**src/rtl/srx_pkg.sv**
```systemverilog
package srx_pkg;
  localparam int WORD_W    = 16;
  localparam int DATA_MAX  = 9;
  localparam int PERR_BIT  = 14;
  localparam int FERR_BIT  = 15;
  localparam int FLAG_W    = 5;
  localparam int FLG_VALID = 2;
  localparam int FLG_OVF   = 4;

  typedef enum logic [1:0] {
    SEL_CMD = 2'd0,
    SEL_SET = 2'd1,
    SEL_CLR = 2'd2,
    SEL_IEN = 2'd3
  } reg_sel_t;

  typedef enum logic [2:0] {
    ST_IDLE, ST_START, ST_DATA, ST_PAR, ST_STOP
  } rx_state_t;
endpackage

```
**src/rtl/srx_tick_gen.sv**
```systemverilog
module srx_tick_gen #(
  parameter int DIV_W = 8
) (
  input  logic             clk,
  input  logic             rst,
  input  logic             en,
  input  logic [DIV_W-1:0] div,
  output logic             tick
);
  localparam int ACC_W = DIV_W + 3;

  logic [ACC_W-1:0] acc;
  logic [ACC_W-1:0] step;
  logic [ACC_W-1:0] acc_inc;

  assign step    = ACC_W'(div) + ACC_W'(4);
  assign acc_inc = acc + ACC_W'(4);

  always_ff @(posedge clk) begin
    if (rst || !en) begin
      acc  <= '0;
      tick <= 1'b0;
    end else if (acc_inc >= step) begin
      acc  <= acc_inc - step;
      tick <= 1'b1;
    end else begin
      acc  <= acc_inc;
      tick <= 1'b0;
    end
  end
endmodule

```
**src/rtl/srx_frame.sv**
```systemverilog
module srx_frame
  import srx_pkg::*;
#(
  parameter int OVS = 16
) (
  input  logic              clk,
  input  logic              rst,
  input  logic              en,
  input  logic              tick,
  input  logic              rx,
  input  logic [3:0]        cfg_bits,
  input  logic [1:0]        cfg_par,
  output logic              push,
  output logic [WORD_W-1:0] word
);
  localparam int CNT_W    = $clog2(OVS);
  localparam int MID_CNT  = OVS / 2 - 2;
  localparam int LAST_CNT = OVS - 1;
  localparam int PAD_W    = WORD_W - 2 - DATA_MAX;

  rx_state_t           state;
  logic [CNT_W-1:0]    cnt;
  logic [3:0]          bidx;
  logic [3:0]          nb;
  logic [DATA_MAX-1:0] shreg;
  logic                par_acc;
  logic                perr;
  logic                line_prev;

  always_comb begin
    if (cfg_bits < 4'd4)      nb = 4'd4;
    else if (cfg_bits > 4'd9) nb = 4'd9;
    else                      nb = cfg_bits;
  end

  always_ff @(posedge clk) begin
    push <= 1'b0;
    if (rst || !en) begin
      state     <= ST_IDLE;
      cnt       <= '0;
      bidx      <= '0;
      shreg     <= '0;
      par_acc   <= 1'b0;
      perr      <= 1'b0;
      line_prev <= 1'b0;
      word      <= '0;
    end else if (tick) begin
      line_prev <= rx;
      cnt       <= cnt + 1'b1;
      case (state)
        ST_IDLE: begin
          cnt <= '0;
          if (line_prev && !rx) state <= ST_START;
        end
        ST_START: begin
          if (cnt == CNT_W'(MID_CNT)) begin
            cnt <= '0;
            if (rx) begin
              state <= ST_IDLE;
            end else begin
              state   <= ST_DATA;
              bidx    <= '0;
              shreg   <= '0;
              par_acc <= 1'b0;
              perr    <= 1'b0;
            end
          end
        end
        ST_DATA: begin
          if (cnt == CNT_W'(LAST_CNT)) begin
            cnt         <= '0;
            shreg[bidx] <= rx;
            par_acc     <= par_acc ^ rx;
            bidx        <= bidx + 1'b1;
            if (bidx == nb - 4'd1) state <= cfg_par[1] ? ST_PAR : ST_STOP;
          end
        end
        ST_PAR: begin
          if (cnt == CNT_W'(LAST_CNT)) begin
            cnt   <= '0;
            perr  <= par_acc ^ rx ^ cfg_par[0];
            state <= ST_STOP;
          end
        end
        ST_STOP: begin
          if (cnt == CNT_W'(LAST_CNT)) begin
            cnt   <= '0;
            push  <= 1'b1;
            word  <= {~rx, perr, {PAD_W{1'b0}}, shreg};
            state <= ST_IDLE;
          end
        end
        default: state <= ST_IDLE;
      endcase
    end
  end
endmodule

```
**src/rtl/srx_fifo.sv**
```systemverilog
module srx_fifo #(
  parameter int DEPTH = 2,
  parameter int W     = 16
) (
  input  logic                       clk,
  input  logic                       rst,
  input  logic                       push,
  input  logic [W-1:0]               din,
  input  logic                       pop,
  output logic [W-1:0]               dout,
  output logic                       full,
  output logic                       empty,
  output logic [$clog2(DEPTH+1)-1:0] count
);
  localparam int PTR_W = (DEPTH > 1) ? $clog2(DEPTH) : 1;
  localparam int CNT_W = $clog2(DEPTH + 1);

  logic [W-1:0]     mem [DEPTH];
  logic [PTR_W-1:0] wptr;
  logic [PTR_W-1:0] rptr;
  logic             do_wr;
  logic             do_rd;

  assign full  = (count == CNT_W'(DEPTH));
  assign empty = (count == '0);
  assign do_wr = push && !full;
  assign do_rd = pop && !empty;
  assign dout  = mem[rptr];

  always_ff @(posedge clk) begin
    if (do_wr) mem[wptr] <= din;
  end

  always_ff @(posedge clk) begin
    if (rst) begin
      wptr  <= '0;
      rptr  <= '0;
      count <= '0;
    end else begin
      if (do_wr) wptr <= (wptr == PTR_W'(DEPTH - 1)) ? '0 : wptr + 1'b1;
      if (do_rd) rptr <= (rptr == PTR_W'(DEPTH - 1)) ? '0 : rptr + 1'b1;
      count <= count + CNT_W'(do_wr) - CNT_W'(do_rd);
    end
  end
endmodule

```
**src/rtl/serial_rx_tagged.sv**
```systemverilog
module serial_rx_tagged
  import srx_pkg::*;
#(
  parameter int DIV_W      = 8,
  parameter int OVS        = 16,
  parameter int FIFO_DEPTH = 2
) (
  input  logic              clk,
  input  logic              rst,
  input  logic              line_rx,
  input  logic [DIV_W-1:0]  cfg_div,
  input  logic [3:0]        cfg_bits,
  input  logic [1:0]        cfg_par,
  input  logic              reg_we,
  input  logic [1:0]        reg_sel,
  input  logic [FLAG_W-1:0] reg_wdata,
  input  logic              rd_pop,
  output logic [WORD_W-1:0] rd_word,
  output logic              rx_avail,
  output logic              rx_on,
  output logic [FLAG_W-1:0] irq_flags,
  output logic [FLAG_W-1:0] irq_en,
  output logic              irq
);
  localparam int CNT_W = $clog2(FIFO_DEPTH + 1);
  localparam logic [FLAG_W-1:0] IMPL =
    FLAG_W'((1 << FLG_VALID) | (1 << FLG_OVF));

  logic              rx_meta, rx_s;
  logic              tick;
  logic              frm_push;
  logic [WORD_W-1:0] frm_word;
  logic              fifo_full, fifo_empty;
  logic [CNT_W-1:0]  fifo_count;
  logic [FLAG_W-1:0] flags_n;
  reg_sel_t          sel;

  assign sel = reg_sel_t'(reg_sel);

  always_ff @(posedge clk) begin
    if (rst) begin
      rx_meta <= 1'b1;
      rx_s    <= 1'b1;
    end else begin
      rx_meta <= line_rx;
      rx_s    <= rx_meta;
    end
  end

  srx_tick_gen #(.DIV_W(DIV_W)) i_tick (
    .clk(clk), .rst(rst), .en(rx_on), .div(cfg_div), .tick(tick)
  );

  srx_frame #(.OVS(OVS)) i_frame (
    .clk(clk), .rst(rst), .en(rx_on), .tick(tick), .rx(rx_s),
    .cfg_bits(cfg_bits), .cfg_par(cfg_par),
    .push(frm_push), .word(frm_word)
  );

  srx_fifo #(.DEPTH(FIFO_DEPTH), .W(WORD_W)) i_fifo (
    .clk(clk), .rst(rst), .push(frm_push), .din(frm_word),
    .pop(rd_pop), .dout(rd_word), .full(fifo_full),
    .empty(fifo_empty), .count(fifo_count)
  );

  assign rx_avail = !fifo_empty;

  always_comb begin
    flags_n = irq_flags;
    if (reg_we && sel == SEL_SET) flags_n = flags_n | (reg_wdata & IMPL);
    if (reg_we && sel == SEL_CLR) flags_n = flags_n & ~reg_wdata;
    if (frm_push && !fifo_full)   flags_n[FLG_VALID] = 1'b1;
    if (frm_push && fifo_full)    flags_n[FLG_OVF]   = 1'b1;
  end

  always_ff @(posedge clk) begin
    if (rst) begin
      rx_on     <= 1'b0;
      irq_flags <= '0;
      irq_en    <= '0;
      irq       <= 1'b0;
    end else begin
      irq_flags <= flags_n;
      irq       <= |(irq_flags & irq_en);
      if (reg_we && sel == SEL_IEN) irq_en <= reg_wdata & IMPL;
      if (reg_we && sel == SEL_CMD) begin
        if (reg_wdata[1])      rx_on <= 1'b0;
        else if (reg_wdata[0]) rx_on <= 1'b1;
      end
    end
  end
endmodule

```
**config.mk**
```make
export PLATFORM = sky130hd
export DESIGN_NAME = serial_rx_tagged
export DESIGN_NICKNAME = d
export VERILOG_FILES = /design/src/rtl/srx_pkg.sv /design/src/rtl/srx_tick_gen.sv /design/src/rtl/srx_frame.sv /design/src/rtl/srx_fifo.sv /design/src/rtl/serial_rx_tagged.sv
export SDC_FILE = /design/constraint.sdc
export NUM_CORES = 1
export LEC_CHECK = 0
export ABC_AREA = 1
export BUFFER_PORTS_ARGS = -buffer_cell sky130_fd_sc_hd__clkbuf_2
export CAP_MARGIN = 20
export CORE_ASPECT_RATIO = 2
export CORE_MARGIN = 10
export CORE_UTILIZATION = 56
export CTS_BUF_LIST = sky130_fd_sc_hd__clkbuf_8
export DETAILED_ROUTE_END_ITERATION = 16
export PLACE_DENSITY = 0.8
export SETUP_SLACK_MARGIN = 0.05
export SYNTH_ARGS = -nofsm -noshare
export SYNTH_HDL_FRONTEND = slang
export SYNTH_HIERARCHICAL = 1
export SYNTH_SLANG_ARGS = --single-unit
```
**constraint.sdc**
```tcl
create_clock -name clk -period 2.91 [get_ports clk]
set_clock_uncertainty 0.05 [all_clocks]
set_input_delay 0.873 -clock clk [delete_from_list [all_inputs] [get_ports clk]]
set_output_delay 0.873 -clock clk [all_outputs]
set_load 0.005 [all_outputs]
```
==> run metrics <==
Buffers on Ports=51; CTS root buf=clkbuf_8; Avg Synthesized Cell Area=8.23 um^2; RR Startpoint=i_tick/acc[2]$_SDFF_PP0_; worst path required time=3.17 ns; Clk pin slew, worst setup/hold paths=0.09 ns; grt ovf=0; HP Class=reg -> reg; dpl cells=768; share of cells above drive strength 1=19.8%; beginning of the critical path=cfg_div[2]; Largest stage delay, worst path=0.29 ns; routed wire length=10.4 mm; Worst R2R Path Depth=13; # setup viols final=0; first-pass GRT wire length=17.4 mm; vias post-DR=4087; DRC=0; n_diodes=0; CTS buffer count=9; Post-DP Area=0.00541 mm^2; Sw Ratio=26.4%; filler instances=758; Critical Path End Type=register; leakage power=0.00246 uW; CP delay by family, top=simple AND/OR/NAND/NOR gates; initial antenna violation count=0; Hold Startpoint=rx_meta$_SDFF_PP1_; Crit Path Class=in -> reg; pin count of the biggest net entering global routing=20; Stages on worst setup path=14; Worst-Skew Late Latency=0.37 ns; iteration count of the initial detailed-routing pass=4; Fin. Hold Viols=0; crit path DAT=2.80 ns; sequence of cells on the critical path=clkbuf_2, ha_1, nand3_1, xor2_1, ha_1, nand2_1, nor2_1, nand3_1, nand2_1, nor2_4, nand3_4, nand2_1, nand2_1, nor2_1; Initial Util=57.0%; Bufs and invs on worst path=1; Die Wd=87.5 um; total internal power=1850 uW; clk buf depth=2; share of total power in the clock network=32.3%; Max-Cap Viols=0; CP Launch Type=input port; worst rel slew slack=58.8%; routability congestion estimate=0.896; Max Clk Rate=0.393 GHz; post-route core utilization=62.8%; area share of the largest cell type after synthesis=24.7%; Resize count post-CTS=0; Final Cycle Share=87.5%; Routed Antenna Nets=0; most frequent CP cell=nand2_1; Synth Flop Type=dfxtp_1; RSZ-0062 raised after global routing=false; Post-synth EDFFs=32; vias in the first global route=4134; Synth async-reset ratio=0%; Core ar.=0.00895 mm^2; worst-margin pin slew=0.618 ns; ranking of synthesized cells by area=dfxtp_1 (25%), edfxtp_1 (19%), nand2_1 (9.6%); most common cell in the netlist=nand2_1; synth warn=6; cell area after synthesis=0.00510 mm^2; Tot GR Track Use=15.5%; CP max FO=9; Area Growth Syn to Fin=10.1%; H-tree Lvls=3; switching power=663 uW; CTS tree=yes; I/O Pins=55; sequential area share after synthesis=43.6%; Slew Viols, Final=0; DIE AREA=0.0136 mm^2; PwrDens=447 mW/mm^2; setup tns final=0 ns; DR WL/cell=13.2 um; sequential share of power=55.4%; post-route cell area=0.00562 mm^2; fin cells=785; Die Y-Extent=155 um; cts hold-fix bufs=0; clock sinks=95; WHS Path Cells=1; commonest cells in the netlist=nand2_1 (130), inv_1 (76), nor2_1 (75); status=completed; final-stage net count=725; Syn Inst Count=620; cell taking the most area after synthesis=dfxtp_1; CP max-delay cell=ha_1; library cells used by synthesis=49; Period minus WS final=2.55 ns; Via density=5.21; Comb power frac=12.3%; flops & latches, synth=95; WHS=0.370 ns; FP Rows=49; drt first-iter violations=153; Worst VDD drop=0.223 mV; Post-CTS Setup Bufs=0; hpwl dp=8.12 mm
[cell families after synthesis]
group,Yosys count,share of synthesized area [%]
other cells,2,0.147
xor+xnor,18,3.09
simple gates,289,26.1
buf+inv,108,10.1
compound gates,71,7.50
flops,95,43.6
mux,16,4.27
fa+ha+maj,21,5.30
[per-layer routing]
metal	global-route usage [%]	part of all wire [%]
met1	13.6	34
met2	30.2	59
met3	3.56	3.6
met5	0	0
met4	7.79	3.5
[power by group through the flow]
stage	clock (uW)	combinational (uW)	sequential, uW
2_1_floorplan	0	230	1420
3_3_place_gp	0	299	1420
3_5_place_dp	0	310	1420
4_1_cts	835	311	1390
5_1_grt	890	348	1390
6_report	811	309	1390
[metrics by stage]
step                total power, uW  worst slack [ns]
detailed placement             1730           -0.0428
floorplan                      1650             0.250
CTS                            2540             0.350
global route                   2630            0.0690
global placement               1720            0.0621
finish                         2510             0.365
[cell usage in the layout (no fill, tap or decap), types with 8 or more instances in the layout]
master | synthesis | routed
buf_4 | 8 | 9
edfxtp_1 | 32 | 32
conb_1 | 2 | 8
mux2_4 | 10 | 10
dfxtp_1 | 63 | 63
nand4_1 | 16 | 16
clkbuf_2 | 1 | 51
a21oi_1 | 31 | 31
o21ai_0 | 29 | 29
nand2_1 | 130 | 130
ha_1 | 20 | 20
nand3_1 | 29 | 29
nor2_2 | 8 | 8
inv_2 | 9 | 9
xor2_1 | 11 | 11
nand2_2 | 8 | 8
clkbuf_8 | 0 | 9
inv_1 | 76 | 76
nor2_1 | 75 | 75
[path summary, 6_finish.rpt]
kind                                            endpoint  slack (ns)
worst max-delay path            i_tick/acc[7]$_SDFF_PP0_        0.36
worst min-delay path                     rx_s$_SDFF_PP1_        0.37
worst max register to register  i_tick/acc[7]$_SDFF_PP0_        0.38
worst min register to register           rx_s$_SDFF_PP1_        0.37
[final cells by class]
cell class	instances	area, um^2	share of cell area, %
multi-input cells	424	2410	42.9
flip-flops and latches	95	2220	39.6
clock buffers	9	124	2.20
repair buffers	60	323	5.75
inverters	88	349	6.21
well taps	102	128	2.27
clock inverters	7	65.1	1.16
[state kept, by name, summed over array words and instances (netlist names), 3 cells and up, named ones only]
signal,cells
i_fifo/mem,32
i_frame/word,11
i_tick/acc,11
i_frame/shreg,9
irq_flags,5
i_frame/bidx,4
i_frame/cnt,4
i_frame/state,3
(Power assumes the default switching activity.)
